## src/rtl/ecc_stat_pkg.sv

```systemverilog
package ecc_stat_pkg;

    localparam int WORD_W         = 32;
    localparam int SLOTS_PER_WORD = 4;

    typedef enum logic [1:0] {
        SCAN_IDLE = 2'd0,
        SCAN_RUN  = 2'd1,
        SCAN_FIN  = 2'd2
    } scan_state_e;

    function automatic int unsigned clog2_min1(input int unsigned v);
        return (v > 1) ? $clog2(v) : 1;
    endfunction

endpackage

```

## src/rtl/ecc_count_bank.sv

```systemverilog
module ecc_count_bank
    import ecc_stat_pkg::*;
#(
    parameter int NUM_WORDS = 4,
    localparam int SEL_W = clog2_min1(NUM_WORDS)
) (
    input  logic                          clk,
    input  logic                          rst,
    input  logic                          wr,
    input  logic [SEL_W-1:0]              sel,
    input  logic [WORD_W-1:0]             wdata,
    output logic [NUM_WORDS*WORD_W-1:0]   bank_flat
);

    for (genvar w = 0; w < NUM_WORDS; w++) begin : g_word
        logic [WORD_W-1:0] word_q;
        always_ff @(posedge clk) begin
            if (rst)
                word_q <= '0;
            else if (wr && (sel == SEL_W'(w)))
                word_q <= wdata;
        end
        assign bank_flat[w*WORD_W +: WORD_W] = word_q;
    end

endmodule

```

## src/rtl/ecc_field_pick.sv

```systemverilog
module ecc_field_pick
    import ecc_stat_pkg::*;
#(
    parameter int MAX_SECTORS   = 16,
    parameter int FIELD_W       = 6,
    parameter int FIELD_SPACING = 8,
    localparam int NUM_WORDS = MAX_SECTORS / SLOTS_PER_WORD,
    localparam int IDX_W     = clog2_min1(MAX_SECTORS)
) (
    input  logic [NUM_WORDS*WORD_W-1:0] bank_flat,
    input  logic [IDX_W-1:0]            sect_idx,
    output logic [FIELD_W-1:0]          field
);

    logic [FIELD_W-1:0] fields [MAX_SECTORS];

    for (genvar w = 0; w < NUM_WORDS; w++) begin : g_w
        for (genvar s = 0; s < SLOTS_PER_WORD; s++) begin : g_s
            assign fields[w*SLOTS_PER_WORD + s] =
                bank_flat[w*WORD_W + s*FIELD_SPACING +: FIELD_W];
        end
    end

    assign field = fields[sect_idx];

endmodule

```

## src/rtl/ecc_stat_accum.sv

```systemverilog
module ecc_stat_accum #(
    parameter int FIELD_W = 6,
    parameter int CNT_W   = 5,
    parameter int SUM_W   = 11
) (
    input  logic               clk,
    input  logic               rst,
    input  logic               clear,
    input  logic               en,
    input  logic [FIELD_W-1:0] field,
    output logic [SUM_W-1:0]   sum_q,
    output logic [CNT_W-1:0]   fail_q,
    output logic [FIELD_W-1:0] max_q
);

    logic uncorrectable;
    assign uncorrectable = (field == {FIELD_W{1'b1}});

    always_ff @(posedge clk) begin
        if (rst || clear) begin
            sum_q  <= '0;
            fail_q <= '0;
            max_q  <= '0;
        end else if (en) begin
            if (uncorrectable) begin
                fail_q <= fail_q + 1'b1;
            end else begin
                sum_q <= sum_q + SUM_W'(field);
                if (field > max_q)
                    max_q <= field;
            end
        end
    end

endmodule

```

## src/rtl/ecc_err_scan.sv

```systemverilog
module ecc_err_scan
    import ecc_stat_pkg::*;
#(
    parameter int MAX_SECTORS   = 16,
    parameter int FIELD_W       = 6,
    parameter int FIELD_SPACING = 8,
    localparam int NUM_WORDS = MAX_SECTORS / SLOTS_PER_WORD,
    localparam int SEL_W     = clog2_min1(NUM_WORDS),
    localparam int IDX_W     = clog2_min1(MAX_SECTORS),
    localparam int CNT_W     = $clog2(MAX_SECTORS + 1),
    localparam int SUM_W     = FIELD_W + CNT_W
) (
    input  logic               clk,
    input  logic               rst,
    input  logic               bank_wr,
    input  logic [SEL_W-1:0]   bank_sel,
    input  logic [WORD_W-1:0]  bank_wdata,
    input  logic               start,
    input  logic [CNT_W-1:0]   sector_cnt,
    output logic               busy,
    output logic               done,
    output logic [SUM_W-1:0]   corr_total,
    output logic [CNT_W-1:0]   fail_total,
    output logic [FIELD_W-1:0] max_flips
);

    scan_state_e                 state_q;
    logic [CNT_W-1:0]            idx_q;
    logic [CNT_W-1:0]            last_q;
    logic [CNT_W-1:0]            cnt_eff;
    logic [NUM_WORDS*WORD_W-1:0] bank_flat;
    logic [FIELD_W-1:0]          field;
    logic                        accept;

    assign cnt_eff = (sector_cnt > CNT_W'(MAX_SECTORS)) ? CNT_W'(MAX_SECTORS)
                                                        : sector_cnt;
    assign accept  = start && (state_q != SCAN_RUN);

    always_ff @(posedge clk) begin
        if (rst) begin
            state_q <= SCAN_IDLE;
            idx_q   <= '0;
            last_q  <= '0;
        end else if (state_q == SCAN_RUN) begin
            if (idx_q == last_q)
                state_q <= SCAN_FIN;
            else
                idx_q <= idx_q + 1'b1;
        end else if (accept) begin
            idx_q   <= '0;
            last_q  <= cnt_eff - 1'b1;
            state_q <= (cnt_eff == '0) ? SCAN_FIN : SCAN_RUN;
        end else begin
            state_q <= SCAN_IDLE;
        end
    end

    assign busy = (state_q == SCAN_RUN);
    assign done = (state_q == SCAN_FIN);

    ecc_count_bank #(
        .NUM_WORDS (NUM_WORDS)
    ) u_bank (
        .clk       (clk),
        .rst       (rst),
        .wr        (bank_wr),
        .sel       (bank_sel),
        .wdata     (bank_wdata),
        .bank_flat (bank_flat)
    );

    ecc_field_pick #(
        .MAX_SECTORS   (MAX_SECTORS),
        .FIELD_W       (FIELD_W),
        .FIELD_SPACING (FIELD_SPACING)
    ) u_pick (
        .bank_flat (bank_flat),
        .sect_idx  (idx_q[IDX_W-1:0]),
        .field     (field)
    );

    ecc_stat_accum #(
        .FIELD_W (FIELD_W),
        .CNT_W   (CNT_W),
        .SUM_W   (SUM_W)
    ) u_acc (
        .clk    (clk),
        .rst    (rst),
        .clear  (accept),
        .en     (busy),
        .field  (field),
        .sum_q  (corr_total),
        .fail_q (fail_total),
        .max_q  (max_flips)
    );

endmodule

```

## config.mk

```make
export PLATFORM = sky130hd
export DESIGN_NAME = ecc_err_scan
export DESIGN_NICKNAME = d
export VERILOG_FILES = /design/src/rtl/ecc_stat_pkg.sv /design/src/rtl/ecc_count_bank.sv /design/src/rtl/ecc_field_pick.sv /design/src/rtl/ecc_stat_accum.sv /design/src/rtl/ecc_err_scan.sv
export SDC_FILE = /design/constraint.sdc
export NUM_CORES = 1
export LEC_CHECK = 0
export BUFFER_PORTS_ARGS = -buffer_cell sky130_fd_sc_hd__buf_4
export CORE_MARGIN = 5
export CORE_UTILIZATION = 42
export DETAILED_ROUTE_END_ITERATION = 8
export PLACE_DENSITY = 0.57
export SLEW_MARGIN = 5
export SYNTH_ARGS = -nofsm -noshare
export SYNTH_HDL_FRONTEND = slang
export SYNTH_HIERARCHICAL = 1
export SYNTH_SLANG_ARGS = --single-unit
```

## constraint.sdc

```tcl
create_clock -name clk -period 3.7 [get_ports clk]
set_input_delay 0.555 -clock clk [delete_from_list [all_inputs] [get_ports clk]]
set_output_delay 0.555 -clock clk [all_outputs]
set_load 0.01 [all_outputs]
```

==> results.md <==
- Instance count along the most critical hold path: 2
- Overall fraction of global-route tracks in use: 17.9%
- Proportion of power drawn by combinational gates: 9.8%
- Startpoint of the worst register-to-register path: idx_q[0]
- Root buffer cell: clkbuf_16
- Worst endpoint required time: 4.04 ns
- Antenna diode count: 0
- Number of antenna violations at the first check in global routing: 0
- Pre-antenna DRT Iters: 6
- Highest-delay cell along the critical path: mux4_1
- Type of the worst setup path: flip-flop to flip-flop
- Total wirelength of the detailed-routed design: 16.0 mm
- Count of buffers added by post-CTS timing repair for setup: 0
- Number of buffers on the longest clock path: 2
- Worst hold path type: flip-flop to flip-flop
- Worst path max stage delay: 0.57 ns
- Number of cells in the finished layout apart from fillers: 918
- Vias per cell: 5.20
- Register clock-pin slew on the reported worst setup and hold paths: 0.05 ns
- Global-route wire length before repair: 25.7 mm
- Number of levels in the clock H-tree: 4
- RSZ-0062 raised after global routing: no
- Endpoint of the most critical register-to-register path: u_acc/sum_q[7]
- Clock tree from TritonCTS: yes
- Gate count after technology mapping: 643
- Synth Cell Area: 6730 sq um
- Average footprint of a synthesized cell: 10.5 sq um
- Max transition margin: 27.8%
- Final cell area excluding filler cells: 7950 sq um
- Actual transition at the worst max-transition pin: 1.08 ns
- Period minus WS final: 3.15 ns
- Clock network power share: 50.4%
- P per Cell Area: 467 nW/um^2
- Net load switching power: 0.837 mW
- Area of the placeable core: 15800 sq um
- CP cell instances: buf_12 > mux4_1 > a22oi_1 > nand2_1 > ha_1 > a211o_1 > a2111o_1 > nand4_1 > mux2i_1
- Max-Cap Viols: 0
- Placer's final routability congestion estimate: 0.786
- DRC violations left: 0
- Top fanout value on the critical path: 23
- Maximum clock frequency: 0.318 GHz
- Number of sinks driven by the clock tree: 130
- Part of the cycle the worst path needs: 85.0%
- Proportion of layout cells with a drive suffix above 1: 17.7%
- Standby leakage power: 3.46 nW
- Cell internal pwr: 2.87 mW
- Count of nets left with antenna violations after detail routing: 0
- Number of CTS-inserted buffers: 17
- Pin count of the biggest net entering global routing: 67
- IO Port Bufs: 58
- Hold-fix buffer count after cts: 0
- Sequential group share of total power: 39.8%
- Internal reg-to-reg setup slack: 0.55 ns
- Placed Instances: 886
- Horizontal die dimension: 137 um
- Hold-critical path endpoint: u_bank/g_word[0].word_q[4]
- Minimum setup slack in the final design: 0.553 ns
- Placed inst area: 7290 sq um
- Average wire length per cell after detail routing: 17.4 um
- YS warnings: 6
- # IOs: 67
- Standard-cell row count: 46
- Synthesized Nets: 703
- Net total in the final layout: 749
- GRT overflow: 0
- Result of the run: finished clean
- Startpoint types: flip-flop
- DP HPWL: 10.9 mm
- Area of the die: 18700 sq um
- Register-to-Register Path Depth: 9
- Setup-failing EPs final: 0
- Skew final: 0.00934 ns
- Insertion delay of the later-clocked pin in the worst-skew pair: 0.42 ns
- Switch share: 22.6%
- Dpl ws: 0.571 ns
- Starting density of the core: 42.5%
- Arrival time worst endpoint: 3.49 ns
- Vias: 4776
- Hold Crit Start: u_bank/g_word[0].word_q[4]
- Number of global-route vias before repair: 4786
- Drt initial violations: 264
- Final-layout setup total negative slack: 0 ns
- Final Max Tran Viols: 0
- First element of the critical path: idx_q[0]
- Chip Height: 137 um
- Final number of hold-violating endpoints: 0
- Number of gates given a new drive strength after cts: 0
- Layout overhead on the synthesized area: 18.1%
- Worst ir drop on vdd: 0.000416 V
- Setup crit end kind: flip-flop
final cells by class:
class / instances / area (sq um)
repair buffers: 72 / 553
flip-flops and latches: 130 / 2600
fillers: 1432 / 7880
well taps: 216 / 270
clock inverters: 8 / 174
multi-input cells: 454 / 3810
clock buffers: 24 / 482
inverters: 14 / 52.6
metal layers:
metal	wire length [um]	vias to the layer above	global-route usage (%)	part of all wire (%)
met5	0	-	0	0
met2	7100	100	27.4	44
met3	619	18	3.86	3.9
met1	7990	2303	24.9	50
met4	261	0	6.55	1.6
li1	-	2355	-	-
critical path: cells and delay by family (launching register included):
kind                     cells  cell delay (ns)
multiplexers                 2             0.77
buffers and inverters        1             0.22
adder cells (fa/ha/maj)      1             0.38
flip-flops                   1             0.38
AO/OA/AOI/OAI                3             0.94
AND/OR/NAND/NOR              2             0.36
power groups by stage:
stage | combinational, mW | clock (mW) | sequential (mW)
finish | 0.365 | 1.87 | 1.47
global route | 0.397 | 1.97 | 1.48
CTS | 0.367 | 1.90 | 1.47
detailed placement | 0.366 | 0 | 1.50
global placement | 0.360 | 0 | 1.50
floorplan | 0.270 | 0 | 1.50
state kept, by name, indices dropped and copies added (netlist names):
register / cells
u_acc/sum_q: 11
u_acc/fail_q: 5
u_bank/g_word.word_q: 96
idx_q: 5
last_q: 5
u_acc/max_q: 6
state_q: 2
cell usage in the layout, fill, tap and decap left out, drive strengths merged, types with 6 or more instances in the layout:
cell type,n
dfxtp,130
nand2b,128
mux2i,113
buf,72
nand2,40
clkbuf,24
mux4,24
nor2,18
ha,16
inv,14
a22oi,13
a21oi,13
a211oi,8
xor2,7
or3,6
nand4,6
stage by stage:
step	total power [mW]	hold slack [ns]	util [%]
after global placement	1.86	0.455	46.1
after CTS	3.75	0.467	50.2
after detailed placement	1.87	0.464	46.1
after global routing	3.84	0.491	50.2
after floorplan	1.77	0.444	-
final	3.71	0.472	50.2
how the worst max path moves through the flow:
| stage | slack [ns] | end |
|---|---|---|
| 6_report | 0.55 | u_acc/sum_q[7] |
| 5_1_grt | 0.37 | u_acc/sum_q[7] |
| 4_1_cts | 0.55 | u_acc/max_q[3] |
| 3_5_place_dp | 0.57 | u_acc/sum_q[7] |
| 3_3_place_gp | 0.61 | u_acc/sum_q[7] |
| 2_1_floorplan | 0.79 | u_acc/sum_q[7] |
Power figures use the tool's default switching activity.
